### src/rtl/pp_reg_seq.sv
module pp_reg_seq #(
  parameter int HOLD  = 4,
  parameter int IDX_W = 3
) (
  input  logic             clk,
  input  logic             rst_n,
  input  logic             req_valid,
  output logic             req_ready,
  input  logic             req_write,
  input  logic             req_file,
  input  logic [IDX_W-1:0] req_index,
  input  logic [7:0]       req_wdata,
  input  logic             req_byte_mode,
  output logic             rsp_done,
  output logic [7:0]       rsp_data,
  output logic [7:0]       pp_data_o,
  input  logic [7:0]       pp_data_i,
  output logic [3:0]       pp_ctrl,
  output logic             pp_dir,
  input  logic [3:0]       pp_status
);

  localparam int CW = (HOLD > 1) ? $clog2(HOLD) : 1;
  localparam logic [CW-1:0] HOLD_LAST = CW'(HOLD - 1);
  localparam logic [4:0] LAST_WR  = 5'd28;
  localparam logic [4:0] LAST_NIB = 5'd24;
  localparam logic [4:0] LAST_BYT = 5'd22;

  localparam logic [2:0] K_DAT = 3'd0;
  localparam logic [2:0] K_CTL = 3'd1;
  localparam logic [2:0] K_SMA = 3'd2;
  localparam logic [2:0] K_SMB = 3'd3;
  localparam logic [2:0] K_SMD = 3'd4;

  function automatic logic [7:0] train_a(input logic [4:0] i);
    case (i)
      5'd0, 5'd2, 5'd4: train_a = 8'h05;
      5'd1, 5'd3:       train_a = 8'h0D;
      default:          train_a = 8'h04;
    endcase
  endfunction

  function automatic logic [7:0] train_b(input logic [4:0] i);
    case (i)
      5'd0, 5'd2: train_b = 8'h05;
      5'd1:       train_b = 8'h07;
      default:    train_b = 8'h04;
    endcase
  endfunction

  // {kind, value}; control values carry the direction flag in bit 5
  function automatic logic [10:0] step_fn(input logic [4:0] s, input logic wr,
                                          input logic bm, input logic [7:0] ad,
                                          input logic [7:0] wd);
    logic [4:0] t;
    t = s - 5'd19;
    if (s == 5'd0)       step_fn = {K_DAT, 8'h01};
    else if (s <= 5'd6)  step_fn = {K_CTL, train_a(s - 5'd1)};
    else if (s == 5'd7)  step_fn = {K_DAT, ad};
    else if (s <= 5'd11) step_fn = {K_CTL, train_b(s - 5'd8)};
    else if (s == 5'd12) step_fn = {K_DAT, 8'h00};
    else if (s <= 5'd18) step_fn = {K_CTL, train_a(s - 5'd13)};
    else if (wr) begin
      if (t == 5'd0 || t == 5'd5) step_fn = {K_DAT, wd};
      else if (t <= 5'd4)         step_fn = {K_CTL, train_b(t - 5'd1)};
      else                        step_fn = {K_CTL, train_b(t - 5'd6)};
    end else if (bm) begin
      case (t)
        5'd0:    step_fn = {K_SMD, 8'h26};
        5'd2:    step_fn = {K_CTL, 8'h26};
        default: step_fn = {K_CTL, 8'h04};
      endcase
    end else begin
      case (t)
        5'd0:    step_fn = {K_SMA, 8'h06};
        5'd2:    step_fn = {K_SMB, 8'h06};
        5'd4:    step_fn = {K_CTL, 8'h06};
        default: step_fn = {K_CTL, 8'h04};
      endcase
    end
  endfunction

  logic          busy;
  logic [4:0]    step;
  logic [CW-1:0] cnt;
  logic          lat_wr, lat_bm;
  logic [7:0]    lat_addr, lat_wd;

  logic          fire, end_step;
  logic [7:0]    in_addr;
  logic [4:0]    last_step;
  logic [10:0]   cur, nxt;

  assign req_ready = ~busy;
  assign fire      = req_valid & ~busy;
  assign end_step  = busy & (cnt == HOLD_LAST);
  assign in_addr   = 8'({req_index, 2'b00}) + 8'd1 + {7'd0, req_file};
  assign last_step = lat_wr ? LAST_WR : (lat_bm ? LAST_BYT : LAST_NIB);
  assign cur       = step_fn(step, lat_wr, lat_bm, lat_addr, lat_wd);
  assign nxt       = fire ? step_fn(5'd0, req_write, req_byte_mode, in_addr, req_wdata)
                          : step_fn(step + 5'd1, lat_wr, lat_bm, lat_addr, lat_wd);

  always_ff @(posedge clk) begin
    if (!rst_n) begin
      busy      <= 1'b0;
      step      <= '0;
      cnt       <= '0;
      lat_wr    <= 1'b0;
      lat_bm    <= 1'b0;
      lat_addr  <= '0;
      lat_wd    <= '0;
      rsp_done  <= 1'b0;
      rsp_data  <= '0;
      pp_data_o <= '0;
      pp_ctrl   <= 4'h4;
      pp_dir    <= 1'b0;
    end else begin
      rsp_done <= 1'b0;
      if (fire || (end_step && step != last_step)) begin
        if (nxt[10:8] == K_DAT) pp_data_o <= nxt[7:0];
        else begin
          pp_ctrl <= nxt[3:0];
          pp_dir  <= nxt[5];
        end
      end
      if (fire) begin
        busy     <= 1'b1;
        step     <= '0;
        cnt      <= '0;
        lat_wr   <= req_write;
        lat_bm   <= req_byte_mode;
        lat_addr <= in_addr;
        lat_wd   <= req_wdata;
      end else if (busy) begin
        if (end_step) begin
          case (cur[10:8])
            K_SMA:   rsp_data[3:0] <= pp_status;
            K_SMB:   rsp_data[7:4] <= pp_status;
            K_SMD:   rsp_data      <= pp_data_i;
            default: ;
          endcase
          cnt <= '0;
          if (step == last_step) begin
            busy     <= 1'b0;
            rsp_done <= 1'b1;
          end else begin
            step <= step + 5'd1;
          end
        end else begin
          cnt <= cnt + 1'b1;
        end
      end
    end
  end

endmodule

### config.mk
export PLATFORM = sky130hd
export DESIGN_NAME = pp_reg_seq
export DESIGN_NICKNAME = d
export VERILOG_FILES = /design/src/rtl/pp_reg_seq.sv
export SDC_FILE = /design/constraint.sdc
export NUM_CORES = 1
export LEC_CHECK = 0
export BUFFER_PORTS_ARGS = -buffer_cell sky130_fd_sc_hd__buf_4
export CORE_UTILIZATION = 30
export DETAILED_ROUTE_END_ITERATION = 10
export SKIP_CTS_REPAIR_TIMING = 1
export SLEW_MARGIN = 15
export SYNTH_ARGS = -nofsm -noshare
export SYNTH_HDL_FRONTEND = slang
export SYNTH_SLANG_ARGS = --single-unit
### constraint.sdc
create_clock -name clk -period 10.1 [get_ports clk]
set_input_delay 2.02 -clock clk [delete_from_list [all_inputs] [get_ports clk]]
set_output_delay 2.02 -clock clk [all_outputs]
set_load 0.1 [all_outputs]
# After elaboration in Yosys (flattened, before gate mapping)
# Cells that the tools add are included.
# W data, S select, Z words.
[classes] muxes=45 n_mul=0 order_cmp=8 shifts=0 div_mod_pow=0 n_eq_ne=44 bitwise_logic=8 n_reduce_logical=42 add_sub_neg=16
[ops] operator="$mux W11" count=17
[ops] operator="$eq A5 B2 Y1 const B" count=16
[ops] operator="$logic_not A5 Y1" count=14
[ops] operator="$pmux W10 S3" count=2
[ops] operator="$eq A5 B1 Y1 const B" count=10
[ops] operator="$eq A5 B3 Y1 const B" count=10
[ops] operator="$pmux W4 S2" count=6
[ops] operator="$pmux W11 S2" count=2
[ops] operator="$pmux W2 S2" count=6
[ops] operator="$reduce_or A2 Y1" count=11
[ops] operator="$le A5 B3 Y1 const B" count=4
[ops] operator="$sub A5 B1 Y5 const B" count=4
[ops] operator="$sub A5 B4 Y5 const B" count=4
[ops] operator="$mux W9" count=2
[ops] operator="$mux W8" count=2
[ops] operator="$reduce_or A3 Y1" count=4
[ops] operator="$eq A5 B4 Y1 const B" count=2
[ops] operator="$le A5 B4 Y1 const B" count=2
[ops] operator="$le A5 B5 Y1 const B" count=2
[ops] operator="$sub A5 B3 Y5 const B" count=2
[ops] operator="$sub A5 B5 Y5 const B" count=2
[ops] operator="$mux W4" count=2
[ops] operator="$reduce_and A4 Y1" count=2
[ops] operator="$add A6 B1 Y7" count=1
[ops] operator="19 further kinds" count=34
[totals] rom_bits=0 ram_bits=0 latch_bits=0 mem_count=0 reg_bits=48 output_inout_bits=23 elab_cells=176 input_bits=29

# Longest topological paths before layout
# Gate-level depths: netlist of the first run.
[depth] word_depth=19 depth_mapped=16 ltp_nobuf=13

# Worst setup path after synthesis of the first run
# OpenSTA, ideal clock, no wires.
[synth_path] path_type="input -> register" from="input port req_valid" to="register pp_ctrl[1]" slack_ns=6.397 arrival_time_ns=3.643 stages=8 required_ns=10.040 setup_ns=0.060 path_buffers=1 path_cell_list="nor2b_1 -> clkbuf_1 -> a41oi_2 -> nand2_1 -> or3_4 -> a311oi_2 -> a211o_1 -> and3_1"
[synth_between] elab_chain_cells=5 word_cells_on_any_way=6 cone_classes="mux: 1; bitwise: 2; reduce/logical: 3"
[synth_lines] item="start, declared" line_no="7" rtl="input logic req_valid,"
[synth_lines] item="$and A1 B1 Y1 (*)" line_no="95" rtl="assign fire = req_valid & ~busy;"
[synth_lines] item="$mux W11" line_no="100" rtl="assign nxt = fire ? step_fn(5'd0, req_write, req_byte_mode, in_addr, req_wdata)"
[synth_lines] item="$logic_not A3 Y1" line_no="120" rtl="if (nxt[10:8] == K_DAT) pp_data_o <= nxt[7:0];"
[synth_lines] item="$not A1 Y1 (no line)"
[synth_lines] item="$reduce_and A2 Y1 (no line)"
[synth_lines] item="end signal, assigned" line_no="122" rtl="pp_ctrl <= nxt[3:0];"
[synth_lines] item="end, declared" line_no="18" rtl="output logic [3:0] pp_ctrl,"
# Mark *: on every way between the ends. The rest lies on a longest branch, timed or not.
# A chain may end at the register's enable or synchronous reset.

# Worst setup path in the final report of the first run
[layout_path] from="register step[0]" to="register pp_data_o[0]"
[layout_between] elab_chain_cells=16 word_cells_on_any_way=68 cone_classes="add/sub: 7; order compare: 4; eq/ne: 20; mux: 18; reduce/logical: 19"
[layout_lines] item="start, declared" line_no="84" rtl="logic [4:0] step;"
[layout_lines] item="start signal, assigned" line_no="147" rtl="step <= step + 5'd1;"
[layout_lines] item="$add A5 B1 Y5" line_no="101" rtl=": step_fn(step + 5'd1, lat_wr, lat_bm, lat_addr, lat_wd);"
[layout_lines] item="$sub A5 B5 Y5" line_no="56" rtl="t = s - 5'd19;"
[layout_lines] item="$sub A5 B3 Y5 / $sub A5 B1 Y5 (equally long branches)" line_no="66, 65"
[layout_lines] item="$eq A5 B2 Y1 / $logic_not A5 Y1 (equally long branches)" line_no="44" rtl="case (i)"
[layout_lines] item="$reduce_or A2 Y1" line_no="44"
[layout_lines] item="$pmux W2 S2" line_no="44"
[layout_lines] item="$mux W8" line_no="65" rtl="else if (t <= 5'd4) step_fn = {K_CTL, train_b(t - 5'd1)};"
[layout_lines] item="$mux W9" line_no="64" rtl="if (t == 5'd0 || t == 5'd5) step_fn = {K_DAT, wd};"
[layout_lines] item="$mux W11" line_no="63" rtl="else if (wr) begin"
[layout_lines] item="$mux W11" line_no="62" rtl="else if (s <= 5'd18) step_fn = {K_CTL, train_a(s - 5'd13)};"
[layout_lines] item="$mux W11" line_no="61" rtl="else if (s == 5'd12) step_fn = {K_DAT, 8'h00};"
[layout_lines] item="$mux W11" line_no="60" rtl="else if (s <= 5'd11) step_fn = {K_CTL, train_b(s - 5'd8)};"
[layout_lines] item="$mux W11" line_no="59" rtl="else if (s == 5'd7) step_fn = {K_DAT, ad};"
[layout_lines] item="$mux W11" line_no="58" rtl="else if (s <= 5'd6) step_fn = {K_CTL, train_a(s - 5'd1)};"
[layout_lines] item="$mux W11" line_no="57" rtl="if (s == 5'd0) step_fn = {K_DAT, 8'h01};"
[layout_lines] item="$mux W11" line_no="100"
[layout_lines] item="end signal, assigned" line_no="120"
[layout_lines] item="end, declared" line_no="16" rtl="output logic [7:0] pp_data_o,"
# Parallel ways exist; a longest one is shown, timed or not.

==> metrics.yaml, run 1 <==
grt:
  track_usage_pct: 16.4
  overflow: 0
  use_met2_pct: 27.1
  grt_util_met1_pct: 22.4
  grt_max_degree: 44
  busiest_layer: "met2"
  use_met3_pct: 1.42
  grt_pass1_vias: 3194
  grt_pass1_wl_um: 15800
  antenna_found_initial: 0
routing:
  dr_total_vias: 3372
  first_iter_violations: 343
  drc: 0
  routedWlPerCell_um: 15.5
  vias_per_cell: 5.50
  drt-total-wl_um: 9520
  ant_nets: 0
  drt_pre_antenna_iters: 4
floorplanning:
  core_area_um2: 11100
  start_util_pct: 31.4
  row_count: 38
  die_width_um: 110
  chipHeight_um: 110
  pin_count: 52
  die_area_um2: 12000
worst_setup_path:
  worst_path_largest_cell_delay_ns: 0.84
  ff2ff_path_depth: 12
  timing.reg2reg.setup_slack_ns: 5.83
  reg2reg_from: "step[0]"
  critical_path_peak_fanout: 27
  critPathLaunchType: "register"
  slowest_stage: "ha_1"
  arrival_ns: 4.49
  path_cells: "ha_1 -> xnor2_1 -> xnor2_1 -> inv_1 -> ha_1 -> and2_1 -> o22ai_1 -> and3_1 -> a21oi_1 -> or3_1 -> a31o_1 -> a31oi_1"
  worstPathBufferInverterCount: 1
  end_kind: "register"
  timing.rr.end: "pp_data_o[0]"
  critPathKind: "reg2reg"
  required_ns: 10.32
  path_delay_family: "adder cells"
layout:
  layoutNonFillerInstCount: 613
  area_delta_synth_final_pct: 16.6
  fillers: 1169
  num-nets-final: 515
  antenna_cells: 0
  drive_gt1_share_pct: 18.6
  stdcell_area_um2: 4060
  finish.utilization_pct: 36.7
clock_tree:
  max-clock-path-buffers: 2
  htree_levels: 2
  insertion_delay_ns: 0.29
  cts-buffers-inserted: 5
  path_clk_slew_ns: 0.07
  cts_tree: "yes"
  numClockSinks: 45
  cts_root_buf: "clkbuf_16"
pwr:
  p_total_mw: 0.392
  p_leak_nw: 1.54
  ir_worst_vdd_mv: 0.110
  p_per_area_nw_per_um2: 96.5
sta:
  finalSetupTns_ns: 0
  setup_ws_ns: 5.83
  fin_crit_sh_pct: 42.3
  period_minus_slack_ns: 4.27
  max_freq_ghz: 0.234
  setup_viol: 0
  whs_ns: 0.458
  max_slew_margin_pct: 41.3
  rsz0062_at_grt: "no"
  hold_viol_final: 0
  maxSlewViolCount: 0
  finalClockSkew_ns: 0.00492
  worst_pin_slew_ns: 0.881
yosys:
  synth_ff_type: "dfxtp_1"
  synth_area_per_cell_um2: 7.90
  synth_edf_count: 0
  synthArstFlopShare_pct: 0
  yosysSeqAreaShare_pct: 25.9
  syn_area_um2: 3480
  yosys_warnings: 0
  ys_types: 79
  postSynthCellCount: 441
  synth_seq_cells: 45
  synth_nets: 484
placed_design:
  place_hpwl_um: 6870
  port_buffers: 51
  dpl-instance-area_um2: 3910
  dp_cells: 605
  dp_slack_ns: 5.93
  place_congestion: 0.870
job:
  cap_viol_max_count: 0
outcome:
  status: "complete, no violations"
min_path:
  min-delay-start: "pp_ctrl[2]"
  hold_depth: 1
  hold_class: "reg2reg"
  holdPathEnd: "pp_ctrl[2]"
==> state kept, by name, indices dropped and copies added (netlist names), 2 cells and up <==
name,count
rsp_data,8
cnt,2
lat_addr,5
step,5
pp_ctrl,4
lat_wd,8
pp_data_o,8
==> metal layers <==
metal  wire length [um]  vias up  share of wire [%]
li1                   -     1660                  -
met1               4550     1613                 48
met2               4490       84                 47
met3                309       15                3.2
met4                177        0                1.9
met5                  0        -                  0
==> layout by cell type (no fill, tap or decap), types with 7 or more instances in the layout <==
cell type	count
nor2_1	22
inv_1	17
dfxtp_1	45
nor3_1	16
mux2i_1	9
nand2_1	58
buf_4	55
ha_1	14
a21boi_0	15
o21ai_0	12
nor2b_1	16
nand3_1	17
o22ai_1	7
a21oi_1	23
nand2b_1	11
==> synth_stat cells (all sizes together) (3+ instances only) <==
cell type | instances | area (um2)
o21ai | 13 | 65.1
nor2b | 16 | 100
o221ai | 3 | 32.5
o211ai | 3 | 27.5
inv | 19 | 71.3
a22oi | 6 | 45.0
nor4 | 3 | 18.8
a31oi | 5 | 37.5
mux2 | 6 | 67.6
a311o | 3 | 30.0
xor2 | 7 | 68.8
a311oi | 3 | 32.5
nand4 | 4 | 25.0
and3 | 7 | 45.1
mux2i | 9 | 90.1
buf | 15 | 104
or4 | 3 | 26.3
o31a | 3 | 26.3
nand3b | 3 | 22.5
a21oi | 23 | 115
o21a | 3 | 22.5
xnor2 | 7 | 80.1
nand2b | 11 | 68.8
a21boi | 20 | 150
nor3 | 17 | 90.1
nand2 | 58 | 218
a211oi | 3 | 22.5
ha | 14 | 175
or3 | 7 | 48.8
nand3 | 17 | 85.1
dfxtp | 45 | 901
o22ai | 7 | 43.8
nor2 | 22 | 82.6
and2 | 3 | 18.8
clkbuf | 16 | 60.1
==> power by group <==
group	switching [mW]	internal [mW]	total [mW]
logic	0.0176	0.0146	0.0323
clock network	0.0776	0.0953	0.173
registers	0.00470	0.182	0.186
==> final cells by class <==
class                      instances  area, um2  area share, %
inverter                          19       71.3           1.76
clock inverter                     3       28.8          0.709
multi-input combinational        346       2350           57.8
sequential                        45        901           22.2
tap                              140        175           4.31
clock buffer                       5        125           3.08
timing repair buffer              55        413           10.2
==> how the worst max path moves through the flow <==
| stage | start | endpoint | depth (start not counted) |
|---|---|---|---|
| floorplan | req_valid | pp_ctrl[1] | 8 |
| global placement | step[0] | pp_data_o[0] | 12 |
| detailed placement | step[0] | pp_data_o[0] | 12 |
| CTS | step[0] | pp_data_o[0] | 12 |
| global route | step[0] | pp_data_o[2] | 11 |
| finish | step[0] | pp_data_o[0] | 12 |
==> cells by family after synthesis <==
logic type	Yosys count	synth area share [%]
fa+ha+maj	14	5.03
xor+xnor	14	4.28
simple gates	181	26.9
buf+inv	50	6.76
mux	16	5.17
flops	45	25.9
compound gates	121	26.0
(Power assumes the default switching activity.)
==> run 2, diff against run 1 <==
--- a/config.mk
+++ b/config.mk
@@ -5,6 +5,7 @@
 export SDC_FILE = /design/constraint.sdc
 export NUM_CORES = 1
 export LEC_CHECK = 0
+export ABC_AREA = 1
 export BUFFER_PORTS_ARGS = -buffer_cell sky130_fd_sc_hd__buf_4
 export CORE_UTILIZATION = 30
 export DETAILED_ROUTE_END_ITERATION = 10
==> constraint.sdc (replaced) <==
create_clock -name clk -period 3.9 [get_ports clk]
set_input_delay 0.78 -clock clk [delete_from_list [all_inputs] [get_ports clk]]
set_output_delay 0.78 -clock clk [all_outputs]
set_load 0.1 [all_outputs]
==> metrics.yaml, run 2 <==
sta:
  fin_crit_sh_pct: 78.6
  whs_ns: 0.462
  setup_ws_ns: 0.836
  setup_viol: 0
  finalClockSkew_ns: 0.00330
  rsz0062_at_grt: "no"
  period_minus_slack_ns: 3.06
  max_slew_margin_pct: 55.5
  max_freq_ghz: 0.326
  hold_viol_final: 0
  maxSlewViolCount: 0
  worst_pin_slew_ns: 0.665
  finalSetupTns_ns: 0
floorplanning:
  die_width_um: 106
  core_area_um2: 10400
  die_area_um2: 11200
  pin_count: 52
  row_count: 37
  start_util_pct: 31.1
  chipHeight_um: 106
placed_design:
  place_hpwl_um: 6330
  place_congestion: 0.915
  dp_slack_ns: 0.886
  port_buffers: 51
yosys:
  synth_seq_cells: 45
  synth_nets: 536
  synth_edf_count: 0
  synth_common_cells: "108 x nand2_1, 79 x nor2_1, 55 x inv_1, 45 x dfxtp_1, 30 x nand3_1"
  postSynthCellCount: 493
  yosysSeqAreaShare_pct: 27.9
  synth_area_per_cell_um2: 6.55
  syn_area_um2: 3230
  yosys_warnings: 0
  synthArstFlopShare_pct: 0
  ys_types: 49
  synth_most_common_cell: "nand2_1"
  synth_ff_type: "dfxtp_1"
  ys_top_cells_by_area: "dfxtp_1 28%, nand2_1 13%, nor2_1 9.2%, inv_1 6.4%, ha_1 5.4%"
  yosys.area.top_type_share_pct: 27.9
  synth_top_cell_by_area: "dfxtp_1"
pwr:
  ir_worst_vdd_mv: 0.146
  p_leak_nw: 1.85
  p_per_area_nw_per_um2: 252
job:
  cap_viol_max_count: 0
worst_setup_path:
  required_ns: 4.14
  path_delay_family: "simple AND/OR/NAND/NOR gates"
  path_cells: "ha_1 -> inv_2 -> nand2_2 -> nand2_4 -> nand2_4 -> nand2_2 -> inv_2 -> ha_1 -> nand2_1 -> nand2_1 -> nand3b_1 -> nand2_1 -> nor2_1 -> nand2_1 -> nor2_1 -> nor2_1 -> nor2_1 -> nand2_1 -> nand2_1 -> nand2_1 -> nand2_1 -> nand2_1 -> o21ai_1"
  critical_path_peak_fanout: 13
  cp_common_cell: "nand2_1"
  arrival_ns: 3.30
  worst_path_largest_cell_delay_ns: 0.69
  worstPathBufferInverterCount: 2
  critPathLaunchType: "register"
  slowest_stage: "dfxtp_1"
  critPathKind: "reg2reg"
  end_kind: "register"
clock_tree:
  numClockSinks: 45
  insertion_delay_ns: 0.30
  cts_root_buf: "clkbuf_8"
  htree_levels: 2
  path_clk_slew_ns: 0.08
  cts_tree: "yes"
  cts-buffers-inserted: 5
  max-clock-path-buffers: 2
routing:
  vias_per_cell: 4.73
  first_iter_violations: 160
  drt-total-wl_um: 8180
  ant_nets: 0
  dr_total_vias: 3196
  routedWlPerCell_um: 12.1
  drc: 0
  drt_pre_antenna_iters: 4
grt:
  grt_util_met1_pct: 20.5
  grt_max_degree: 34
  antenna_found_initial: 0
  use_met3_pct: 2.29
  grt_pass1_wl_um: 14000
  grt_pass1_vias: 3015
  track_usage_pct: 15.4
  overflow: 0
  use_met2_pct: 25.1
  busiest_layer: "met2"
layout:
  drive_gt1_share_pct: 20.7
  final_common_cell: "nand2_1"
  antenna_cells: 0
  layout_common_cells: "108 x nand2_1, 79 x nor2_1, 55 x inv_1"
  area_delta_synth_final_pct: 18.3
  largestRegisters: "lat_wd x8, pp_data_o x8, rsp_data x8"
  num-nets-final: 583
min_path:
  hold_class: "reg2reg"
outcome:
  status: "complete, no violations"
## run 2: cell count changes in the layout (fill, tap and decap cells not counted), sizes merged, moves of 16 or more
| cell | delta |
|---|---|
| nand2 | +73 |
| nor2 | +60 |
| inv | +44 |
| o21ai | +30 |
| a21boi | -20 |
| nand3 | +16 |
| nor2b | -16 |
## run 2: per-stage QoR
stage	power, mW	instances	utilization (%)	cell area [um2]
after detailed placement	0.630	669	35.8	3720
final	0.962	676	36.8	3820
after CTS	0.972	676	36.8	3820
after floorplan	0.585	493	-	3230
after global routing	1.01	676	36.8	3820
after global placement	0.629	669	35.8	3720
## run 2: layout make-up
cell class	count	area, um2
clock buffers	5	68.8
clock inverters	2	35.0
fillers	1121	6550
inverters	67	254
multi-input cells	369	2000
flip-flops and latches	45	901
well taps	136	170
repair buffers	52	390
## run 2: final timing paths
check | end | cells past startpoint | slack [ns] | start
min reg2reg | lat_addr[4] | 2 | 0.46 | lat_addr[4]
max | pp_ctrl[0] | 23 | 0.84 | step[0]
max reg2reg | pp_ctrl[0] | 23 | 0.84 | step[0]
min | lat_addr[4] | 2 | 0.46 | lat_addr[4]
## run 2: cells by family after synthesis
| group | count (synthesis) | share of synthesized area (%) |
|---|---|---|
| XOR/XNOR | 5 | 1.36 |
| flip-flops | 45 | 27.9 |
| AO/OA/AOI/OAI | 82 | 14.6 |
| AND/OR/NAND/NOR | 268 | 40.6 |
| adder cells (fa/ha/maj) | 14 | 5.42 |
| buffers and inverters | 79 | 10.1 |
## run 2: tightest hold or removal path: cells and delay by family, from the launching register on
family,cells,cell delay (ns)
AO/OA/AOI/OAI,1,0.06
buffers and inverters,1,0.06
flip-flops,1,0.30
## run 2: routing by layer
| metal | share of wire [%] | wire (um) |
|---|---|---|
| met5 | 0 | 0 |
| met4 | 2.6 | 214 |
| met3 | 4.3 | 349 |
| met2 | 46 | 3730 |
| met1 | 48 | 3890 |
## run 2: report_power, final
group | internal, mW | switching, mW
clock network | 0.186 | 0.156
logic | 0.0452 | 0.0846
registers | 0.476 | 0.0133
total | 0.708 | 0.254
==> run 3, diff against run 2 <==
--- a/config.mk
+++ b/config.mk
@@ -5,7 +5,7 @@
 export SDC_FILE = /design/constraint.sdc
 export NUM_CORES = 1
 export LEC_CHECK = 0
-export ABC_AREA = 1
+export ABC_AREA = 0
 export BUFFER_PORTS_ARGS = -buffer_cell sky130_fd_sc_hd__buf_4
 export CORE_UTILIZATION = 30
 export DETAILED_ROUTE_END_ITERATION = 10
==> constraint.sdc (replaced) <==
create_clock -name clk -period 2.6 [get_ports clk]
set_input_delay 0.52 -clock clk [delete_from_list [all_inputs] [get_ports clk]]
set_output_delay 0.52 -clock clk [all_outputs]
set_load 0.1 [all_outputs]
==> metrics.yaml, run 3 (synthesized netlist as in run 1, its figures left out) <==
floorplanning:
  die_width_um: 110
  core_area_um2: 11100
  pin_count: 52
  row_count: 38
  chipHeight_um: 110
  die_area_um2: 12000
  start_util_pct: 31.4
layout:
  antenna_cells: 0
  area_delta_synth_final_pct: 49.0
  layoutNonFillerInstCount: 705
  fillers: 1061
  final_common_cell: "buf_4"
  layout_common_cells: "140 x buf_4, 58 x nand2_1, 42 x dfxtp_1"
  drive_gt1_share_pct: 39.8
  seqCellArea_um2: 907
  multi_input_comb_area_um2: 2680
  largestRegisters: "lat_wd x8, pp_data_o x8, rsp_data x8"
  num-nets-final: 607
sta:
  period_minus_slack_ns: 2.75
  rsz0062_at_grt: "yes"
  setup_ws_ns: -0.145
  max_freq_ghz: 0.364
  maxSlewViolCount: 0
  max_slew_margin_pct: 54.9
  fin_crit_sh_pct: 106
  hold_viol_final: 0
  finalClockSkew_ns: 0.00335
  whs_ns: 0.423
  setup_viol: 5
  worst_pin_slew_ns: 0.670
worst_setup_path:
  path_cells: "ha_4 -> buf_6 -> xnor2_4 -> xnor2_4 -> inv_2 -> ha_4 -> buf_4 -> nand2b_1 -> a211oi_1 -> a21oi_1 -> a21oi_2 -> or3_4 -> a31o_1 -> a31oi_1"
  critical_path_peak_fanout: 8
  required_ns: 2.81
  timing.reg2reg.setup_slack_ns: -0.15
  worst_path_largest_cell_delay_ns: 0.41
  worstPathBufferInverterCount: 3
  critPathKind: "reg2reg"
  arrival_ns: 2.96
  critPathLaunchType: "register"
  end_kind: "register"
  timing.rr.end: "pp_data_o[0]"
  reg2reg_from: "step[0]"
  ff2ff_path_depth: 14
  slowest_stage: "or3_4"
  path_delay_family: "compound AO/OA/AOI/OAI gates"
routing:
  ant_nets: 0
  drt_pre_antenna_iters: 4
  vias_per_cell: 5.20
  drt-total-wl_um: 10900
  routedWlPerCell_um: 15.4
  dr_total_vias: 3667
  drc: 0
  first_iter_violations: 181
pwr:
  p_per_area_nw_per_um2: 311
  pwr-share-clk_pct: 46.9
  combinationalPowerShare_pct: 8.5
  swShare_pct: 22.6
  p_switching_mw: 0.365
  p_int_mw: 1.25
  ir_worst_vdd_mv: 0.338
  seqPwrFrac_pct: 44.6
  p_leak_nw: 2.09
grt:
  grt_max_degree: 44
  overflow: 0
  grt_pass1_wl_um: 17800
  antenna_found_initial: 0
  track_usage_pct: 18.6
  grt_pass1_vias: 3676
min_path:
  hold_depth: 2
  hold_class: "in2reg"
  min-delay-start: "req_file"
  holdPathEnd: "lat_addr[0]"
placed_design:
  dp_slack_ns: -0.242
  place_hpwl_um: 8460
  dp_cells: 690
  place_congestion: 0.888
  port_buffers: 51
clock_tree:
  max-clock-path-buffers: 2
  htree_levels: 2
  numClockSinks: 45
  cts_root_buf: "clkbuf_16"
  path_clk_slew_ns: 0.06
  cts-buffers-inserted: 5
  insertion_delay_ns: 0.29
  cts_tree: "yes"
outcome:
  violations: "negative setup slack"
  status: "finished, violations left"
job:
  cap_viol_max_count: 0
run 3: how the worst max path moves through the flow:
stage	slack [ns]	depth (start not counted)	to	start
global route	-0.23	14	pp_data_o[0]	step[0]
CTS	-0.27	13	pp_data_o[0]	step[0]
floorplan	-0.02	12	pp_data_o[0]	step[0]
detailed placement	-0.24	13	pp_data_o[0]	step[0]
global placement	-0.15	13	pp_data_o[0]	step[0]
finish	-0.15	14	pp_data_o[0]	step[0]
run 3: area by class of cell:
class | count | area share, %
multi-input combinational | 346 | 51.7
timing repair buffer | 147 | 22.5
sequential | 45 | 17.5
tap | 140 | 3.38
clock buffer | 6 | 2.68
inverter | 19 | 1.57
clock inverter | 2 | 0.699
run 3: metrics by stage:
step | utilization, % | cell area [um2] | setup TNS [ns] | power [mW]
after floorplan | - | 3760 | -0.0238 | 0.809
final | 46.8 | 5190 | -0.303 | 1.61
after detailed placement | 43.5 | 4820 | -2.13 | 0.872
after global placement | 43.5 | 4820 | -1.22 | 0.868
after global routing | 46.8 | 5190 | -1.69 | 1.66
after CTS | 45.1 | 5000 | -2.87 | 1.63
run 3: worst reg2reg max path, delay by kind of cell, from the launching register on:
kind            cells  cell delay, ns
compound gates      5            0.64
simple gates        2            0.48
xor+xnor            2            0.46
flops               1            0.37
fa+ha+maj           2            0.37
buf+inv             3            0.35
run 3: layer usage:
layer | global-route usage, % | vias up | part of all wire (%)
li1 | - | 1844 | -
met1 | 24.6 | 1736 | 46
met2 | 31.4 | 76 | 48
met3 | 2.31 | 11 | 3.8
met4 | 5.43 | 0 | 1.4
met5 | 0 | - | 0
run 3: power groups by stage:
stage          sequential, mW  clock [mW]  combinational (mW)
4_1_cts                 0.719       0.769               0.137
2_1_floorplan           0.737           0              0.0718
6_report                0.720       0.756               0.137
3_5_place_dp            0.735           0               0.137
3_3_place_gp            0.734           0               0.134
5_1_grt                 0.721       0.787               0.150
